`src/rtl/vcap_pkg.sv`:
```
package vcap_pkg;

    typedef enum logic [1:0] {
        MODE_YUV8  = 2'd0,
        MODE_RAW10 = 2'd1,
        MODE_MSG   = 2'd2,
        MODE_RSVD  = 2'd3
    } cap_mode_e;

    typedef enum logic [1:0] {
        CS_IDLE   = 2'd0,
        CS_ACTIVE = 2'd1,
        CS_SLEEP  = 2'd2
    } cap_state_e;

    typedef enum logic {
        RS_RUN  = 1'b0,
        RS_LOCK = 1'b1
    } reg_state_e;

    typedef struct packed {
        logic      awake;
        logic      loop;
        cap_mode_e mode;
        logic      en;
    } cap_cfg_t;

    localparam int ADDR_CTL  = 0;
    localparam int ADDR_STAT = 1;
    localparam int ADDR_CLK  = 2;

    localparam int CTL_EN    = 0;
    localparam int CTL_MODE  = 1;
    localparam int CTL_LOOP  = 3;
    localparam int CTL_AWAKE = 4;
    localparam int CTL_SRST  = 19;

    localparam int LO_W = 8;

endpackage

```
`src/rtl/vcap_srcmux.sv`:
```
module vcap_srcmux #(
    parameter int DATA_W = 10
) (
    input  logic              sel_loop,
    input  logic [DATA_W-1:0] pin_data,
    input  logic              pin_valid,
    input  logic [DATA_W-1:0] lb_data,
    input  logic              lb_valid,
    output logic [DATA_W-1:0] mux_data,
    output logic              mux_valid
);

    always_comb begin
        if (sel_loop) begin
            mux_data  = lb_data;
            mux_valid = lb_valid;
        end else begin
            mux_data  = pin_data;
            mux_valid = pin_valid;
        end
    end

endmodule

```
`src/rtl/vcap_regs.sv`:
```
module vcap_regs
    import vcap_pkg::*;
#(
    parameter int LOCKOUT_CYC = 5,
    parameter int CLKDIV_W    = 8,
    parameter int REG_AW      = 2
) (
    input  logic              clk,
    input  logic              rst_n,
    input  logic              wr_en,
    input  logic [REG_AW-1:0] addr,
    input  logic [31:0]       wdata,
    input  logic              asleep,
    output logic [31:0]       rdata,
    output cap_cfg_t          cfg,
    output logic              busy
);

    localparam int CNT_W = $clog2(LOCKOUT_CYC + 1);

    reg_state_e          state_q, state_d;
    logic [CNT_W-1:0]    cnt_q;
    cap_cfg_t            cfg_q;
    logic [CLKDIV_W-1:0] clkdiv_q;
    logic                wr_ok, ctl_wr, clk_wr, srst_hit;
    logic                unused_wdata;

    assign wr_ok    = wr_en && (state_q == RS_RUN);
    assign ctl_wr   = wr_ok && (addr == REG_AW'(ADDR_CTL));
    assign clk_wr   = wr_ok && (addr == REG_AW'(ADDR_CLK));
    assign srst_hit = ctl_wr && wdata[CTL_SRST];
    assign unused_wdata = ^{wdata[31:CTL_SRST+1], wdata[CTL_SRST-1:CTL_AWAKE+1]};

    always_comb begin
        state_d = state_q;
        unique case (state_q)
            RS_RUN:  if (srst_hit) state_d = RS_LOCK;
            RS_LOCK: if (cnt_q == CNT_W'(1)) state_d = RS_RUN;
            default: state_d = RS_RUN;
        endcase
    end

    always_ff @(posedge clk or negedge rst_n) begin
        if (!rst_n) state_q <= RS_RUN;
        else        state_q <= state_d;
    end

    always_ff @(posedge clk or negedge rst_n) begin
        if (!rst_n) begin
            cnt_q    <= '0;
            cfg_q    <= '0;
            clkdiv_q <= '0;
        end else begin
            if (srst_hit) begin
                cnt_q    <= CNT_W'(LOCKOUT_CYC);
                cfg_q    <= '0;
                clkdiv_q <= '0;
            end else begin
                if (state_q == RS_LOCK) cnt_q <= cnt_q - CNT_W'(1);
                if (ctl_wr) begin
                    cfg_q.en    <= wdata[CTL_EN];
                    cfg_q.mode  <= cap_mode_e'(wdata[CTL_MODE+1:CTL_MODE]);
                    cfg_q.loop  <= wdata[CTL_LOOP];
                    cfg_q.awake <= wdata[CTL_AWAKE];
                end
                if (clk_wr) clkdiv_q <= wdata[CLKDIV_W-1:0];
            end
        end
    end

    assign cfg  = cfg_q;
    assign busy = (state_q == RS_LOCK);

    always_comb begin
        unique case (addr)
            REG_AW'(ADDR_CTL):  rdata = 32'({cfg_q.awake, cfg_q.loop, cfg_q.mode, cfg_q.en});
            REG_AW'(ADDR_STAT): rdata = 32'({asleep, busy});
            REG_AW'(ADDR_CLK):  rdata = 32'(clkdiv_q);
            default:            rdata = '0;
        endcase
    end

endmodule

```
`src/rtl/vcap_sampler.sv`:
```
module vcap_sampler
    import vcap_pkg::*;
#(
    parameter int DATA_W = 10
) (
    input  logic              clk,
    input  logic              rst_n,
    input  cap_cfg_t          cfg,
    input  logic              pwr_down,
    input  logic [DATA_W-1:0] in_data,
    input  logic              in_valid,
    output logic              cap_valid,
    output logic [DATA_W-1:0] cap_data,
    output logic              cap_start,
    output logic              cap_end,
    output logic              asleep
);

    cap_state_e        state_q, state_d;
    logic              halt, fire;
    logic [DATA_W-1:0] data_sel;
    logic              start_sel, end_sel;

    assign halt = pwr_down && !cfg.awake;

    always_comb begin
        state_d = state_q;
        unique case (state_q)
            CS_IDLE:   if (cfg.en) state_d = halt ? CS_SLEEP : CS_ACTIVE;
            CS_ACTIVE: if (!cfg.en) state_d = CS_IDLE;
                       else if (halt) state_d = CS_SLEEP;
            CS_SLEEP:  if (!cfg.en) state_d = CS_IDLE;
                       else if (!halt) state_d = CS_ACTIVE;
            default:   state_d = CS_IDLE;
        endcase
    end

    always_ff @(posedge clk or negedge rst_n) begin
        if (!rst_n) state_q <= CS_IDLE;
        else        state_q <= state_d;
    end

    assign fire   = (state_d == CS_ACTIVE) && in_valid;
    assign asleep = (state_q == CS_SLEEP);

    always_comb begin
        data_sel  = DATA_W'(in_data[LO_W-1:0]);
        start_sel = 1'b0;
        end_sel   = 1'b0;
        unique case (cfg.mode)
            MODE_RAW10: data_sel = in_data;
            MODE_MSG: begin
                start_sel = in_data[LO_W];
                end_sel   = in_data[LO_W+1];
            end
            default: ;
        endcase
    end

    always_ff @(posedge clk or negedge rst_n) begin
        if (!rst_n) begin
            cap_valid <= 1'b0;
            cap_data  <= '0;
            cap_start <= 1'b0;
            cap_end   <= 1'b0;
        end else begin
            cap_valid <= fire;
            cap_start <= fire && start_sel;
            cap_end   <= fire && end_sel;
            if (fire) cap_data <= data_sel;
        end
    end

endmodule

```
`src/rtl/vcap_frontend.sv`:
```
module vcap_frontend
    import vcap_pkg::*;
#(
    parameter int DATA_W      = 10,
    parameter int LOCKOUT_CYC = 5,
    parameter int CLKDIV_W    = 8,
    parameter int REG_AW      = 2
) (
    input  logic              clk,
    input  logic              rst_n,
    input  logic [DATA_W-1:0] pin_data,
    input  logic              pin_valid,
    input  logic [DATA_W-1:0] lb_data,
    input  logic              lb_valid,
    input  logic              pwr_down,
    input  logic              reg_wr_en,
    input  logic [REG_AW-1:0] reg_addr,
    input  logic [31:0]       reg_wdata,
    output logic [31:0]       reg_rdata,
    output logic              cap_valid,
    output logic [DATA_W-1:0] cap_data,
    output logic              cap_start,
    output logic              cap_end
);

    cap_cfg_t          cfg;
    logic              busy, asleep, mux_valid;
    logic [DATA_W-1:0] mux_data;

    vcap_regs #(
        .LOCKOUT_CYC(LOCKOUT_CYC),
        .CLKDIV_W   (CLKDIV_W),
        .REG_AW     (REG_AW)
    ) u_regs (
        .clk    (clk),
        .rst_n  (rst_n),
        .wr_en  (reg_wr_en),
        .addr   (reg_addr),
        .wdata  (reg_wdata),
        .asleep (asleep),
        .rdata  (reg_rdata),
        .cfg    (cfg),
        .busy   (busy)
    );

    vcap_srcmux #(.DATA_W(DATA_W)) u_mux (
        .sel_loop  (cfg.loop),
        .pin_data  (pin_data),
        .pin_valid (pin_valid),
        .lb_data   (lb_data),
        .lb_valid  (lb_valid),
        .mux_data  (mux_data),
        .mux_valid (mux_valid)
    );

    vcap_sampler #(.DATA_W(DATA_W)) u_samp (
        .clk       (clk),
        .rst_n     (rst_n),
        .cfg       (cfg),
        .pwr_down  (pwr_down),
        .in_data   (mux_data),
        .in_valid  (mux_valid),
        .cap_valid (cap_valid),
        .cap_data  (cap_data),
        .cap_start (cap_start),
        .cap_end   (cap_end),
        .asleep    (asleep)
    );

endmodule

```
`config.mk`:
```
export PLATFORM = sky130hd
export DESIGN_NAME = vcap_frontend
export DESIGN_NICKNAME = d
export VERILOG_FILES = /design/src/rtl/vcap_pkg.sv /design/src/rtl/vcap_srcmux.sv /design/src/rtl/vcap_regs.sv /design/src/rtl/vcap_sampler.sv /design/src/rtl/vcap_frontend.sv
export SDC_FILE = /design/constraint.sdc
export NUM_CORES = 1
export LEC_CHECK = 0
export BUFFER_PORTS_ARGS = -buffer_cell sky130_fd_sc_hd__buf_2
export CAP_MARGIN = 20
export CORE_ASPECT_RATIO = 0.6
export CORE_MARGIN = 5
export CORE_UTILIZATION = 43
export DETAILED_ROUTE_END_ITERATION = 6
export PLACE_DENSITY = 0.89
export SYNTH_ARGS = -nofsm -noshare
export SYNTH_HDL_FRONTEND = slang
export SYNTH_SLANG_ARGS = --single-unit
```
`constraint.sdc`:
```
create_clock -name clk -period 2.1 [get_ports clk]
set_input_delay 0.105 -clock clk [delete_from_list [all_inputs] [get_ports clk]]
set_output_delay 0.105 -clock clk [all_outputs]
set_load 0.05 [all_outputs]
```
==> results of run 1 <==
## metrics by stage
step / hold slack (ns) / std cells / setup WS (ns) / power, uW / area (um2)
final: 0.0699 / 275 / 0.496 / 2770 / 2090
after global routing: 0.0653 / 275 / 0.394 / 2950 / 2090
after CTS: 0.0629 / 275 / 0.489 / 2800 / 2090
after detailed placement: 0.204 / 266 / 0.501 / 2310 / 1990
after global placement: 0.198 / 266 / 0.535 / 2250 / 1990
after floorplan: -0.191 / 188 / 0.262 / 2030 / 1850
## power groups by stage
stage | sequential, uW | combinational, uW | clock (uW)
floorplan | 1310 | 719 | 0
CTS | 1000 | 1300 | 499
global route | 1040 | 1380 | 528
finish | 1000 | 1290 | 480
global placement | 995 | 1250 | 0
detailed placement | 1010 | 1300 | 0
## cell usage after synthesis (2+ instances only)
library cell / count
and2_1: 4
nor2_1: 16
dfrtp_1: 32
mux2_2: 19
buf_2: 4
buf_4: 24
o21ai_2: 3
o21ai_1: 5
mux2i_1: 15
nand2_1: 13
buf_6: 3
nor2b_1: 4
inv_1: 4
nand2b_1: 2
o21ai_0: 3
ha_1: 2
## routing by layer
metal	track usage [%]	share of wire, %	vias up
met5	0	0	-
li1	-	-	616
met2	21.4	46	44
met4	3.13	0.70	0
met1	20.5	45	583
met3	5.53	7.9	6
## sequential cells by signal, indices dropped and copies added, names as in the netlist
| name | count |
|---|---|
| u_regs.cfg | 5 |
| u_regs.cnt_q | 3 |
| u_samp.cap_start | 1 |
| u_regs.busy | 1 |
| u_regs.clkdiv_q | 8 |
| u_samp.cap_end | 1 |
| u_samp.cap_valid | 1 |
| u_samp.cap_data | 10 |
| u_samp.state_q | 2 |
## cell families (layout without fill, tap and decap cells)
kind of cell             Yosys count  count (layout)
other                              1              24
buffers and inverters             37              74
AND/OR/NAND/NOR                   44              44
adder cells (fa/ha/maj)            2               2
multiplexers                      34              34
XOR/XNOR                           2               2
AO/OA/AOI/OAI                     13              13
flip-flops                        32              32
## final timing paths
path,to,depth (start not counted),start
hold / removal,u_regs.clkdiv_q[5],3,reg_wdata[5]
hold reg to reg,u_samp.cap_data[1],1,u_samp.cap_data[1]
setup / recovery,u_regs.cnt_q[1],3,u_regs.busy
max in group asynchronous,u_samp.cap_data[0],2,rst_n
setup reg to reg,u_regs.cnt_q[1],3,u_regs.busy
min in group asynchronous,u_regs.clkdiv_q[4],2,rst_n
## cell usage in the layout (no fill, tap or decap), drive strengths merged, types with 8 or more instances in the layout
master	instances
nand2	13
clkbuf	8
buf	60
nor2	17
conb	24
o21ai	11
mux2	19
dfrtp	32
mux2i	15
## critical path, cell delays in order (launching register included)
cell,delay (ns)
dfrtp_1,0.47
or4b_4,0.64
nor2_4,0.26
a211oi_1,0.10
## area by class of cell
type	instances	area, um2	share of cell area [%]
multi-input cells	119	802	38.3
flip-flops and latches	32	801	38.3
repair buffers	61	318	15.2
clock buffers	8	90.1	4.31
well taps	50	62.6	2.99
inverters	5	18.8	0.897
==> run metrics, run 1 <==
clock power share around 17%; routed wire length 3840 um; Synth Register Bits 32; Setup violations, final 0; simple logic cell fraction of the synthesized area around 12%; Placeable Area ~4000 um2; die height about 60 um; maximum vdd drop between 0.0005 and 0.0006 V; final worst-path cycle share between 70 and 80%; Via density ~4.5; root buffer cell clkbuf_8; RSZ-0062 raised after global routing no; gr ovfl total 0; fin crit period approximately 1.6 ns; outcome finished, final reports clean; layout cells sized above 1 roughly 40%; max_slew headroom 51.4%; via count 1249; initial antenna violation count 0; Syn Area/Cell approximately 11 um2; TritonCTS clock tree yes; leakage power approximately 0.0011 uW; postcts setup bufs 0; routability cong. between 0.7 and 0.8; Yosys top cell by area dfrtp_1; DP Wirelength slightly below 3000 um; area grow syn2layout 18.4%; worst skew pair latency 0.28 ns; largest family of logic cells by synthesized area multiplexers; Crit. End Element register; Layout Nets ~290; critical path fanouts, max 14; initial core utilization 43.8%; cell area after synthesis approximately 1800 um2; FP Rows 18; DR WL/cell 13.9 um; Max Buffers Root-to-Sink 2; Port Buffers 57; Comb pwr share between 40% and 50%; critical path required time around 2.2 ns; sequential power share 36.2%; CTS Buf Count 5; clk_skew around 0.0044 ns; switching pwr roughly 1200 uW; cell area power density between 1000 and 1500 nW/um2; Synth Area in Compound Gates under 10%; Post-DRT Antenna Nets 0; Fmax 623 MHz; Main synth FF type dfrtp_1; CTS H-tree lvls 2; register area share after synthesis a little under half; EDFF count, synth 0; Ports approximately 110; flop2flop setup slack 0.50 ns; DRT Pass-1 Iters 4; Hold-fix buffers, CTS 1; Die Footprint 5530 um2; Yosys warning count 0; antenna fix cells 0; Hold Path Class input pin to register; vias in the first global route roughly 1300; FFs w/ async S/R, synth between 90% and 100%; Final Max Tran Viols 0; mux cell area share after synthesis between 20% and 30%; Die X between 90 and 100 um; # resized after CTS 0; DR iter-0 viols 46; synth top area cells dfrtp_1, mux2_2, buf_4; Tightest Pin Transition roughly 0.73 ns; max_cap viols 0; Netlist cell types 28; total negative setup slack 0 ns; Fin. Hold Viols 0; largest net degree at the start of global routing 33; Synth top area share 45.3%; fin util 51.9%; Post-Synth Adder-Cell Area 1.42%; worst setup path class register to register; Fillers between 300 and 400; Mapped Cells roughly 170; internal power 1530 uW; Critical Path AT about 1.8 ns; Synth Area in XOR/XNOR 0.992%; startpoint types register; Clock Pin Slew Worst Setup and Hold Paths about 0.06 ns; CTS sink count 32; Tot GR Track Use between 10% and 20%; drc violations 0; first-pass GRT wire length around 6200 um; Net Sw Frac roughly 45%
Note: power is estimated with default switching activity, not from simulation.
==> run 2: changes to the inputs <==
==> constraint.sdc (replaced) <==
create_clock -name clk -period 1.6 [get_ports clk]
set_input_delay 0.08 -clock clk [delete_from_list [all_inputs] [get_ports clk]]
set_output_delay 0.08 -clock clk [all_outputs]
set_load 0.05 [all_outputs]
==> run metrics, run 2 (synthesis gave the netlist of run 1 again) <==
TritonCTS clock tree yes; via count 1272 (+1.8%); outcome finished, final reports clean; initial core utilization 43.8% (unchanged); critical path required time 1.76 ns (-0.48 ns); worst setup path class register to register; Die Footprint 5530 um2 (unchanged); Layout Nets 289 (+1.0%); hold endpoint u_regs.clkdiv_q[7]; critical path fanouts, max 11 (-3); reg2reg path depth 4 (+1); Design Power 3600 uW (+30%); max_slew headroom 51.9% (+0.48 points); FP Rows 18 (unchanged); initial antenna violation count 0 (unchanged); most frequent cells in the layout buf_2, dfrtp_1, conb_1; Die X 92.8 um (unchanged); total negative setup slack 0 ns (unchanged); CTS sink count 32 (unchanged); Worst Hold Launch reg_wdata[7]; Tightest Pin Transition 0.722 ns (-0.00727 ns); DRT Pass-1 Iters 4 (unchanged); # resized after CTS 0 (unchanged); area grow syn2layout 19.7%; Placeable Area 4030 um2 (unchanged); drc violations 0 (unchanged); commonest non-fill, non-tap cell in the layout buf_2; die height 59.7 um (unchanged); routed wire length 3660 um (-4.5%); startpoint types register; max reg flops 10 (unchanged); antenna fix cells 0 (unchanged); Hold Path Class input pin to register; routability cong. 0.731 (-1.6%); Hold Path Depth 3 (unchanged); DR iter-0 viols 54 (+17%); first-pass GRT wire length 5620 um (-8.9%); DR WL/cell 13.2 um (-5.2%); leakage power 0.00111 uW (+1.5%); Max Buffers Root-to-Sink 2 (unchanged); gr ovfl total 0 (unchanged); fin crit period 1.45 ns (-0.155 ns); Fin. Hold Viols 0 (unchanged); Critical Path AT 1.61 ns (-0.14 ns); vias in the first global route 1116 (-11%); Ports 105 (unchanged); Largest Register u_samp.cap_data; RSZ-0062 raised after global routing no; Crit Reg-Reg Endpoint u_samp.cap_data[7]; clk_skew 0.00964 ns (+0.00526 ns); maximum vdd drop 0.00116 V (+100%); CTS H-tree lvls 2 (unchanged); R2R Path Start u_regs.cfg[3]; max_cap viols 0 (unchanged); final worst-path cycle share 90.6% (+14 points); root buffer cell clkbuf_8; Clock Pin Slew Worst Setup and Hold Paths 0.07 ns (about the same); Fmax 690 MHz (+11%); Via density 4.59 (+1.1%); Crit. End Element register; Tot GR Track Use 13.4% (-1.1 points); largest net degree at the start of global routing 33 (unchanged); Port Buffers 57 (unchanged); cell area power density 1700 nW/um2 (+28%); Fillers 380 (+2.4%); DP Wirelength 2820 um (-4.2%); layout cells sized above 1 41.4% (+0.97 points); Final Max Tran Viols 0 (unchanged); Post-DRT Antenna Nets 0 (unchanged); worst skew pair latency 0.28 ns (about the same); CTS Buf Count 5 (unchanged); flop2flop setup slack 0.15 ns (-0.35 ns); Setup violations, final 0 (unchanged)
-- run 2: changes by cell type in the layout (fill, tap and decap cells not counted) --
cell      before  now
clkbuf_8       6    5
clkinv_2       0    1
buf_12         0    1
clkbuf_1       2    1
o21ai_1        5    7
o21ai_0        3    1
buf_4          3    5
-- run 2: where the power goes --
part / switching (uW) / internal, uW
Sequential: 170 / 1120
Clock: 274 / 295
Combinational: 1160 / 566
Total: 1610 / 1990
-- run 2: worst max-delay path, stage by stage, from the launching register on --
cell and delay [ns]:
dfrtp_1 0.35, mux2_2 0.36, nand3_1 0.13, buf_12 0.15, mux2_2 0.33
-- run 2: repair_timing --
item	4_1_cts	5_1_grt
endpoints found under the hold margin	32	0
setup endpoints to repair	0	0
hold buffers	1	0
setup buffers	0	0
-- run 2: layout make-up --
cell class              count  area, um2  share of cell area, %
clock inverters             1       5.00                  0.237
multi-input cells         119        802                   37.9
flip-flops and latches     32        801                   37.9
clock buffers               6       72.6                   3.43
well taps                  50       62.6                   2.96
repair buffers             64        353                   16.7
inverters                   5       18.8                  0.888
-- run 2: metal layers --
metal  routed length, um  share of wire (%)  global-route usage (%)
met5                   0                  0                       0
met4                  28               0.76                    3.76
met3                 250                6.8                    4.65
met2                1650                 45                    18.2
met1                1730                 47                    20.1
-- run 2: how the worst max path moves through the flow --
| stage | start | endpoint |
|---|---|---|
| 2_1_floorplan | u_regs.busy | u_regs.cfg[0] |
| 3_3_place_gp | u_regs.cfg[3] | u_samp.cap_data[6] |
| 3_5_place_dp | u_regs.cfg[3] | u_samp.cap_data[7] |
| 4_1_cts | u_regs.cfg[3] | u_samp.cap_data[7] |
| 5_1_grt | u_regs.busy | u_regs.cnt_q[1] |
| 6_report | u_regs.cfg[3] | u_samp.cap_data[7] |
-- run 2: metrics by stage --
step / hold WS (ns) / std cells / setup slack [ns] / util [%] / cell area [um2]
4_1_cts: 0.0565 / 277 / 0.149 / 52.5 / 2110
3_5_place_dp: 0.169 / 269 / 0.159 / 50.3 / 2030
6_report: 0.0525 / 277 / 0.151 / 52.5 / 2110
2_1_floorplan: -0.216 / 188 / 0.110 / - / 1850
5_1_grt: 0.0528 / 277 / 0.0910 / 52.5 / 2110
3_3_place_gp: 0.170 / 269 / 0.172 / 50.3 / 2030
==> run 3: changes to the inputs <==
==> constraint.sdc (replaced) <==
create_clock -name clk -period 1.5 [get_ports clk]
set_input_delay 0.075 -clock clk [delete_from_list [all_inputs] [get_ports clk]]
set_output_delay 0.075 -clock clk [all_outputs]
set_load 0.05 [all_outputs]
==> run metrics, run 3 (synthesis gave the netlist of run 1 again) <==
die height 59.7 um (unchanged); critical path required time 1.66 ns (-0.10 ns); DRT Pass-1 Iters 4 (unchanged); Hold Path Depth 3 (unchanged); Crit Reg-Reg Endpoint u_regs.cnt_q[1]; drc violations 0 (unchanged); critical path fanouts, max 9 (-2); Layout Nets 292 (+1.0%); DR iter-0 viols 42 (-22%); clk_skew 0.00502 ns (-0.00462 ns); CTS H-tree lvls 2 (unchanged); Comb pwr share 48.3% (+0.2 points); TritonCTS clock tree yes; max incr delay on CP 0.57 ns (+0.21 ns); CTS sink count 32 (unchanged); fin crit period 1.43 ns (-0.0171 ns); Max Buffers Root-to-Sink 2 (unchanged); startpoint types register; outcome finished, final reports clean; routability cong. 0.766 (+4.9%); hold endpoint u_regs.clkdiv_q[7]; reg2reg path depth 3 (-1); Post-DRT Antenna Nets 0 (unchanged); Critical Path Slowest Stage Cell or4b_4; R2R Path Start u_regs.busy; Die X 92.8 um (unchanged); gr ovfl total 0 (unchanged); Setup violations, final 0 (unchanged); sequential power share 35.9% (about the same); Fmax 698 MHz (+1.2%); max_cap viols 0 (unchanged); Clock Pin Slew Worst Setup and Hold Paths 0.06 ns (about the same); initial core utilization 43.8% (unchanged); FP Rows 18 (unchanged); cell area power density 1800 nW/um2 (+6.0%); Worst Hold Launch reg_wdata[7]; largest net degree at the start of global routing 33 (unchanged); DR WL/cell 13.5 um (+1.9%); routed wire length 3770 um (+3.0%); clock power share 15.8% (about the same); maximum vdd drop 0.00102 V (-12%); Ports 105 (unchanged); worst setup path class register to register; Die Footprint 5530 um2 (unchanged); antenna fix cells 0 (unchanged); fin util 53.1% (+0.68 points); switching pwr 1730 uW (+7.3%); total negative setup slack 0 ns (unchanged); layout cells sized above 1 42.2% (+0.76 points); Net Sw Frac 44.7% (about the same); area grow syn2layout 21.2%; max reg flops 10 (unchanged); initial antenna violation count 0 (unchanged); Design Power 3860 uW (+7.3%); Hold Path Class input pin to register; Fin. Hold Viols 0 (unchanged); root buffer cell clkbuf_8; DP Wirelength 2950 um (+4.5%); leakage power 0.00112 uW (+1.2%); Final Max Tran Viols 0 (unchanged); most frequent cells in the layout buf_2, dfrtp_1, conb_1; Crit. End Element register; Critical Path AT 1.60 ns (about the same); flop2flop setup slack 0.07 ns (-0.08 ns); Largest Register u_samp.cap_data; CTS Buf Count 5 (unchanged); internal power 2130 uW (+7.4%); Placeable Area 4030 um2 (unchanged); Tot GR Track Use 14.2% (+0.72 points); Tightest Pin Transition 0.714 ns (-0.00804 ns); Port Buffers 57 (unchanged); postcts setup bufs 0 (unchanged); via count 1274 (+0.16%); final worst-path cycle share 95.5% (+4.9 points); vias in the first global route 1205 (+8.0%); worst skew pair latency 0.28 ns (about the same); commonest non-fill, non-tap cell in the layout buf_2; first-pass GRT wire length 5870 um (+4.4%); max_slew headroom 52.4% (+0.54 points); CP Cell Sequence or4b_4 > nor2_4 > a211oi_1; Via density 4.55 (-0.92%); RSZ-0062 raised after global routing no
-- run 3: layout make-up --
type	count	area [um2]
clock buffers	6	72.6
clock inverters	1	5.00
fillers	369	1890
inverters	5	18.8
multi-input cells	119	802
flip-flops and latches	32	801
well taps	50	62.6
repair buffers	67	380
-- run 3: per-layer routing --
layer | global-route usage [%] | wire, um
met1 | 19.4 | 1720
met2 | 19.6 | 1630
met3 | 7.04 | 375
met4 | 4.38 | 46
met5 | 0 | 0
-- run 3: how the worst max path moves through the flow --
stage                     cells after the start                 end  slack, ns     startpoint
final                                         3     u_regs.cnt_q[1]       0.07    u_regs.busy
after global routing                          4        reg_rdata[0]      0.009    u_regs.busy
after CTS                                     3     u_regs.cnt_q[1]       0.06    u_regs.busy
after detailed placement                      3  u_regs.clkdiv_q[3]       0.07    u_regs.busy
after global placement                        4  u_samp.cap_data[6]       0.07  u_regs.cfg[3]
after floorplan                               6       u_regs.cfg[0]       0.01    u_regs.busy
-- run 3: worst max-delay path: cells and delay by family, from the launching register on --
kind	cells	cell delay (ns)
and+or+nand+nor	2	0.81
AOI/OAI and AO/OA	1	0.09
DFF	1	0.41
-- run 3: metrics by stage --
stage | instance area (um2) | setup slack, ns | hold WS [ns] | instances
after floorplan | 1850 | 0.0103 | -0.221 | 188
after global placement | 2050 | 0.0726 | 0.167 | 272
after detailed placement | 2050 | 0.0684 | 0.173 | 272
after CTS | 2140 | 0.0576 | 0.0323 | 280
after global routing | 2140 | 0.00892 | 0.0371 | 280
final | 2140 | 0.0676 | 0.0388 | 280
-- run 3: what timing repair did --
| item | in CTS | in global routing |
|---|---|---|
| endpoints found under the setup margin | 0 | 2 |
| hold buffers | 1 | 0 |
| hold endpoints to repair | 32 | 0 |
| resized for setup | 0 | 2 |
-- run 3: power by group through the flow --
stage | logic, uW | clock network [uW] | registers, uW
floorplan | 1010 | 0 | 1840
global placement | 1830 | 0 | 1380
detailed placement | 1870 | 0 | 1400
CTS | 1870 | 636 | 1390
global route | 2010 | 677 | 1430
finish | 1860 | 610 | 1390
